`config.mk`:
```
export PLATFORM = sky130hd
export DESIGN_NAME = vga_gain_ctrl
export DESIGN_NICKNAME = d
export VERILOG_FILES = /design/src/rtl/vga_gain_pkg.sv /design/src/rtl/spi_gain_port.sv /design/src/rtl/updn_stepper.sv /design/src/rtl/vga_gain_ctrl.sv
export SDC_FILE = /design/constraint.sdc
export NUM_CORES = 1
export LEC_CHECK = 0
export CAP_MARGIN = 20
export CORE_MARGIN = 10
export CORE_UTILIZATION = 35
export CTS_CLUSTER_DIAMETER = 120
export DETAILED_ROUTE_END_ITERATION = 6
export HOLD_SLACK_MARGIN = 0.1
export SLEW_MARGIN = 20
export SYNTH_ARGS = -nofsm -noshare
export SYNTH_HDL_FRONTEND = slang
export SYNTH_HIERARCHICAL = 1
export SYNTH_SLANG_ARGS = --single-unit
```
`constraint.sdc`:
```
create_clock -name clk -period 7.1 [get_ports clk]
set_input_delay 1.775 -clock clk [delete_from_list [all_inputs] [get_ports clk]]
set_output_delay 1.775 -clock clk [all_outputs]
set_load 0.005 [all_outputs]
```
`src/rtl/vga_gain_pkg.sv`:
```
package vga_gain_pkg;
  typedef enum logic [1:0] {
    MODE_PAR    = 2'b00,
    MODE_SPI    = 2'b01,
    MODE_UPDN   = 2'b10,
    MODE_FROZEN = 2'b11
  } gain_mode_e;
endpackage

```
`src/rtl/spi_gain_port.sv`:
```
module spi_gain_port #(
  parameter int CODE_W     = 6,
  parameter int FRAME_BITS = 16
) (
  input  logic              clk,
  input  logic              rst,
  input  logic              enable,
  input  logic              sclk,
  input  logic              csn,
  input  logic              sdi,
  input  logic [CODE_W-1:0] cur_code,
  output logic              wr_valid,
  output logic [CODE_W-1:0] wr_code,
  output logic              sdo,
  output logic              sdo_oe
);
  localparam int CNT_W    = $clog2(FRAME_BITS + 2);
  localparam int CNT_MAX  = FRAME_BITS + 1;
  localparam int RD_START = FRAME_BITS - CODE_W;
  localparam int IDX_W    = $clog2(CODE_W);

  logic [2:0] s1, s2, s3;
  logic [FRAME_BITS-1:0] sreg;
  logic [CNT_W-1:0] bit_cnt;
  logic rd_flag;
  logic sclk_rise, cs_low, cs_rise, sdi_s;
  logic [CNT_W-1:0] rd_idx;
  logic in_window;

  always_ff @(posedge clk) begin
    if (rst) begin
      s1 <= 3'b010;
      s2 <= 3'b010;
      s3 <= 3'b010;
    end else begin
      s1 <= {sclk, csn, sdi};
      s2 <= s1;
      s3 <= s2;
    end
  end

  assign sclk_rise = s2[2] & ~s3[2];
  assign cs_low    = ~s2[1];
  assign cs_rise   = s2[1] & ~s3[1];
  assign sdi_s     = s2[0];
  assign rd_idx    = CNT_W'(FRAME_BITS - 1) - bit_cnt;
  assign in_window = (bit_cnt >= CNT_W'(RD_START)) && (bit_cnt < CNT_W'(FRAME_BITS));
  assign wr_code   = sreg[CODE_W-1:0];

  always_ff @(posedge clk) begin
    if (rst) begin
      sreg     <= '0;
      bit_cnt  <= '0;
      rd_flag  <= 1'b0;
      wr_valid <= 1'b0;
      sdo      <= 1'b0;
      sdo_oe   <= 1'b0;
    end else begin
      wr_valid <= 1'b0;
      if (cs_low && sclk_rise) begin
        sreg <= {sreg[FRAME_BITS-2:0], sdi_s};
        if (bit_cnt == '0) rd_flag <= sdi_s;
        if (bit_cnt != CNT_W'(CNT_MAX)) bit_cnt <= bit_cnt + 1'b1;
      end
      if (!cs_low) begin
        bit_cnt <= '0;
        rd_flag <= 1'b0;
      end
      if (cs_rise)
        wr_valid <= enable && (bit_cnt == CNT_W'(FRAME_BITS)) && !rd_flag;
      sdo_oe <= enable && cs_low && rd_flag && in_window;
      sdo    <= in_window ? cur_code[rd_idx[IDX_W-1:0]] : 1'b0;
    end
  end

  // a commit is issued only for a frame of exactly FRAME_BITS bits
  a_r4_full_frame_only: assert property (@(posedge clk) disable iff (rst)
    wr_valid |-> ($past(bit_cnt) == CNT_W'(FRAME_BITS)));

  // readback drive only inside a read frame
  a_r5_drive_only_on_read: assert property (@(posedge clk) disable iff (rst)
    sdo_oe |-> $past(rd_flag));
endmodule

```
`src/rtl/updn_stepper.sv`:
```
module updn_stepper #(
  parameter int CODE_W     = 6,
  parameter int STEP_SEL_W = 2
) (
  input  logic [CODE_W-1:0]     cur,
  input  logic                  up_evt,
  input  logic                  dn_evt,
  input  logic [STEP_SEL_W-1:0] step_sel,
  output logic [CODE_W-1:0]     nxt
);
  localparam int SUM_W = CODE_W + 1;
  localparam logic [SUM_W-1:0] CODE_MAX = SUM_W'((1 << CODE_W) - 1);

  logic [SUM_W-1:0] step;
  logic [SUM_W-1:0] sum;

  always_comb begin
    step = SUM_W'(1) << step_sel;
    sum  = {1'b0, cur} + step;
    nxt  = cur;
    if (up_evt && !dn_evt)
      nxt = (sum > CODE_MAX) ? CODE_MAX[CODE_W-1:0] : sum[CODE_W-1:0];
    else if (dn_evt && !up_evt)
      nxt = ({1'b0, cur} < step) ? '0 : CODE_W'({1'b0, cur} - step);
  end
endmodule

```
`src/rtl/vga_gain_ctrl.sv`:
```
module vga_gain_ctrl #(
  parameter int CODE_W     = 6,
  parameter int FRAME_BITS = 16,
  parameter int FA_OFFSET  = 8,
  parameter int STEP_SEL_W = 2
) (
  input  logic                  clk,
  input  logic                  rst,
  input  logic [1:0]            mode_sel,
  input  logic                  pwr_up,
  input  logic [CODE_W-1:0]     par_code,
  input  logic                  par_hold,
  input  logic                  spi_sclk,
  input  logic                  spi_csn,
  input  logic                  spi_sdi,
  output logic                  spi_sdo,
  output logic                  spi_sdo_oe,
  input  logic                  fast_atk,
  input  logic                  atten_up,
  input  logic                  atten_dn,
  input  logic [STEP_SEL_W-1:0] step_sel,
  output logic [CODE_W-1:0]     gain_code,
  output logic                  amp_en
);
  import vga_gain_pkg::*;

  localparam int SUM_W = CODE_W + 1;
  localparam logic [SUM_W-1:0] CODE_MAX = SUM_W'((1 << CODE_W) - 1);

  gain_mode_e mode;
  logic [CODE_W-1:0] prog_code, next_code, step_code, wr_code;
  logic wr_valid, up_q, dn_q, up_evt, dn_evt, fa_on;
  logic [SUM_W-1:0] fa_sum;
  logic [CODE_W-1:0] fa_code;

  assign mode   = gain_mode_e'(mode_sel);
  assign up_evt = atten_up & ~up_q;
  assign dn_evt = atten_dn & ~dn_q;
  assign fa_on  = (mode == MODE_SPI) && fast_atk;
  assign fa_sum = {1'b0, prog_code} + SUM_W'(FA_OFFSET);
  assign fa_code = (fa_sum > CODE_MAX) ? CODE_MAX[CODE_W-1:0] : fa_sum[CODE_W-1:0];

  spi_gain_port #(.CODE_W(CODE_W), .FRAME_BITS(FRAME_BITS)) u_spi (
    .clk      (clk),
    .rst      (rst),
    .enable   (pwr_up && (mode == MODE_SPI)),
    .sclk     (spi_sclk),
    .csn      (spi_csn),
    .sdi      (spi_sdi),
    .cur_code (prog_code),
    .wr_valid (wr_valid),
    .wr_code  (wr_code),
    .sdo      (spi_sdo),
    .sdo_oe   (spi_sdo_oe)
  );

  updn_stepper #(.CODE_W(CODE_W), .STEP_SEL_W(STEP_SEL_W)) u_step (
    .cur      (prog_code),
    .up_evt   (up_evt),
    .dn_evt   (dn_evt),
    .step_sel (step_sel),
    .nxt      (step_code)
  );

  always_comb begin
    next_code = prog_code;
    if (pwr_up) begin
      unique case (mode)
        MODE_PAR:  if (!par_hold) next_code = par_code;
        MODE_SPI:  if (wr_valid) next_code = wr_code;
        MODE_UPDN: next_code = step_code;
        default:   next_code = prog_code;
      endcase
    end
  end

  always_ff @(posedge clk) begin
    if (rst) begin
      prog_code <= '0;
      gain_code <= '0;
      amp_en    <= 1'b0;
      up_q      <= 1'b0;
      dn_q      <= 1'b0;
    end else begin
      up_q      <= atten_up;
      dn_q      <= atten_dn;
      prog_code <= next_code;
      gain_code <= fa_on ? fa_code : prog_code;
      amp_en    <= pwr_up;
    end
  end

  // code frozen while powered down
  a_r11_hold_when_down: assert property (@(posedge clk) disable iff (rst)
    !pwr_up |=> $stable(prog_code));
  // enable follows the power request
  a_r11_enable_follows: assert property (@(posedge clk) disable iff (rst)
    1'b1 |=> (amp_en == $past(pwr_up)));
  // reserved mode never updates
  a_r10_frozen_mode: assert property (@(posedge clk) disable iff (rst)
    (mode == MODE_FROZEN) |=> $stable(prog_code));
  // upward step never wraps
  a_r8_up_no_wrap: assert property (@(posedge clk) disable iff (rst)
    (mode == MODE_UPDN && pwr_up && up_evt && !dn_evt) |=> (prog_code >= $past(prog_code)));
  // downward step never wraps
  a_r8_dn_no_wrap: assert property (@(posedge clk) disable iff (rst)
    (mode == MODE_UPDN && pwr_up && dn_evt && !up_evt) |=> (prog_code <= $past(prog_code)));
  // simultaneous edges cancel
  a_r9_both_cancel: assert property (@(posedge clk) disable iff (rst)
    (mode == MODE_UPDN && up_evt && dn_evt) |=> $stable(prog_code));
  // fast attack never lowers attenuation
  a_r6_fa_not_below: assert property (@(posedge clk) disable iff (rst)
    ((mode == MODE_SPI) && fast_atk) |=> (gain_code >= $past(prog_code)));
  // without fast attack the output mirrors the stored code
  a_r6_release_restores: assert property (@(posedge clk) disable iff (rst)
    !((mode == MODE_SPI) && fast_atk) |=> (gain_code == $past(prog_code)));
endmodule

```
==> results.md <==
- Post-synthesis compound-gate area fraction: 0.206
- IO Port Bufs: 28
- Multi-input logic area: ~1400 um^2
- Sequential cell area: 761 um^2
- Post-synthesis register bit count: 38
- Worst Hold Class: flip-flop to flip-flop
- Post-synth top area share: 0.343
- Cts hold-fix bufs: 0
- Most common cell in the netlist: dfxtp_1
- WHS: 409 ps
- Final setup TNS: 0 ps
- Flop pwr share: 0.497
- Sw frac: 0.266
- First-pass GRT wire length: 8.78 mm
- Area Overhead vs Synth: 20.4%
- Fraction of registers with async set or reset after synthesis: 0
- Post-synthesis xor/xnor area fraction: 0.0158
- Clk_lat worst skew: about 290 ps
- ANT nets after route: 0
- Hpwl dp: between 3 and 4 mm
- Crit path largest cell delay: 450 ps
- Max H-tree Level: 2
- GR Util met2: 0.169
- Residual DRC count: 0
- Dominant synthesized flop cell: dfxtp_1
- Initial antenna violation count: 0
- Largest family of logic cells by synthesized area: simple AND/OR/NAND/NOR gates
- Arr. time, crit path: roughly 4300 ps
- Outcome: finished clean
- TritonRoute pass-1 iters: 4
- Synth Cell Area: between 2000 and 2500 um^2
- DR WL/cell: approximately 15 um
- Yosys cell types: 60
- PD cells: roughly 170 nW/um^2
- Routed vias: roughly 1,900
- Core area: roughly 6000 um^2
- Post-Synth Adder-Cell Area: 0.114
- Placed insts: 351
- Crit Path Max Fanout: 4
- Final hold violations: 0
- Clk buf depth: 2
- Post-CTS Setup Inserts: 0
- Total CTS buffers: 5
- Met3 Usage GRT: 0.0332
- CTS tree: done
- Worst Clk Skew: between 2 and 3 ps
- Routability cong.: 0.787
- Post-synth top cells: dfxtp_1 (38), nand2_1 (23), ha_1 (17), inv_1 (16), a21oi_1 (15)
- Slew Viols, Final: 0
- Ys Warns: 6
- Largest net degree at the start of global routing: 25
- Initial DRC count: 60
- Worst path top cell family by delay: compound AO/OA/AOI/OAI gates
- Tcrit/Tclk final: 0.574
- Die H: 99.6 um
- Die width: around 100 um
- P_leak: 0.991 nW
- GR Util All Layers: 0.107
- CP Cell Sequence: clkdlybuf4s50_1 > nor2_1 > ha_1 > inv_1 > fa_1 > o21bai_1 > a21oi_1 > o21ai_1 > nand2_1 > a211oi_1 > a22o_1 > mux2i_1 > o21ai_1
- Largest area contributor in the synthesized netlist: dfxtp_1
- Die area: a little under 10,000 um^2
- Initial Utilization: 0.368
- Mapped Cells: approximately 250
- Crit path required time: between 7000 and 8000 ps
- Root Driver: clkbuf_8
- Ant. Diodes: 0
- Total grt overflow: 0
- Via density: about 5.3
- GRT met1 Usage: 0.134
- Post-Syn Nets: 291
- GRT busiest layer: met2
- # clock sinks: 38
- Fillers: between 600 and 700
- Critical path launch point type: primary input
- Site row count: 28
- Avg Cell Area, Syn: approximately 8.8 um^2
- Final setup fails: 0
- Post-synthesis simple-gate area fraction: 0.233
- Clock share of power: 0.344
- Vias in the first global route: around 1,800
- WS Path Type: primary input to flip-flop
- Post-CTS sizing: 0
- Comb pwr share: 0.159
- Clk slew on worst S/H paths: ~80 ps
- Multiplexer share of the synthesized area: 0.0468
- Seq/Total Area, Yosys: 0.343
- Synth top area cells: dfxtp_1 (34%), ha_1 (9.6%), nand2_1 (3.9%)
- CP bufs+invs: 2
- Max cap viols: 0
- Final nets: 322
- Crit path time final: slightly above 4000 ps
- Peak Freq: approximately 0.25 GHz
- Least-Margin Pin Slew: 592 ps
- Maximum vdd drop: 0.0965 mV
- Ports: 29
- WL final: 5.25 mm
- Max_slew headroom: 0.605
- Crit end category: flip-flop
- Share of cells above drive strength 1: 0.0810
- Post-Layout Cell Count: between 300 and 400
- Switch Pwr: roughly 0.12 mW
- Number of synthesized flops with an enable pin: 0
- Worst path most repeated cell: o21ai_1
- P_int: 0.332 mW
- RSZ-0062 raised after global routing: false
- Slowest stage cell, crit path: clkdlybuf4s50_1
[path summary, 6_finish.rpt]
check                 end  slack [ps]  cells after the start         start
max          prog_code[0]        3020                     13   step_sel[1]
min           u_spi/s2[1]         410                      1   u_spi/s1[1]
max reg2reg  prog_code[0]        4620                     11  prog_code[0]
min reg2reg   u_spi/s2[1]         410                      1   u_spi/s1[1]
[flip-flops by register name (all words and copies together), names as in the netlist, 2 cells and up]
signal,count
gain_code,6
prog_code,6
u_spi/bit_cnt,5
u_spi/s1,3
u_spi/s2,3
u_spi/s3,2
u_spi/sreg,6
[routing by layer]
metal	part of all wire	vias up
met5	0	-
li1	-	973
met2	0.46	50
met3	0.073	4
met4	0.0050	0
met1	0.46	888
[cells in the final DEF, fill, tap and decap left out, types with 2 or more instances in the layout]
cell type,netlist,routed
o311ai_0,6,6
a211oi_1,3,3
o2bb2ai_1,4,4
xor2_1,3,3
and2_1,2,2
clkbuf_8,0,6
or3_1,3,3
nor2_1,14,14
mux2i_1,7,7
a21oi_1,15,15
a22o_1,7,7
and3_1,2,2
fa_1,2,2
nand2b_1,4,4
nor2b_1,13,13
clkdlybuf4s50_1,0,28
nand3_1,7,7
or2_2,2,2
nor3_1,7,7
o21ai_0,10,10
o21ai_1,7,7
nand2_1,23,23
inv_1,16,16
a31oi_1,3,3
dfxtp_1,38,38
ha_1,17,17
[through the flow]
step                setup slack (ps)  total power, mW  utilization  area, um^2
floorplan                       3410            0.274            -        2220
CTS                             3040            0.457        0.444        2670
detailed placement              2730            0.302        0.428        2580
global route                    2810            0.475        0.444        2670
global placement                2750            0.302        0.428        2580
finish                          3020            0.453        0.444        2670
[power by group through the flow]
stage	Combinational [mW]	Sequential [mW]	Clock [mW]
2_1_floorplan	0.0464	0.228	0
3_3_place_gp	0.0722	0.230	0
3_5_place_dp	0.0723	0.230	0
4_1_cts	0.0725	0.225	0.159
5_1_grt	0.0809	0.226	0.168
6_report	0.0719	0.225	0.156
[cell type report]
cell class	count	area share
well taps	75	0.0351
flip-flops and latches	38	0.285
multi-input cells	191	0.512
clock inverters	2	0.00468
repair buffers	29	0.108
clock buffers	6	0.0309
inverters	18	0.0253
[worst register-to-register path, cell delays in order (launching register included)]
cell and delay, ps:
dfxtp_1 470, ha_1 230, inv_1 60, fa_1 390, o21bai_1 190, a21oi_1 120
o21ai_1 220, nand2_1 80, a211oi_1 290, a22o_1 170, mux2i_1 70, o21ai_1 120
[cell families (layout without fill, tap and decap cells)]
logic type | after synthesis | after routing
XOR/XNOR | 4 | 4
AO/OA/AOI/OAI | 66 | 66
adder cells (fa/ha/maj) | 19 | 19
flip-flops | 38 | 38
buffers and inverters | 23 | 55
multiplexers | 9 | 9
AND/OR/NAND/NOR | 93 | 93
Note: power is estimated with default switching activity, not from simulation.
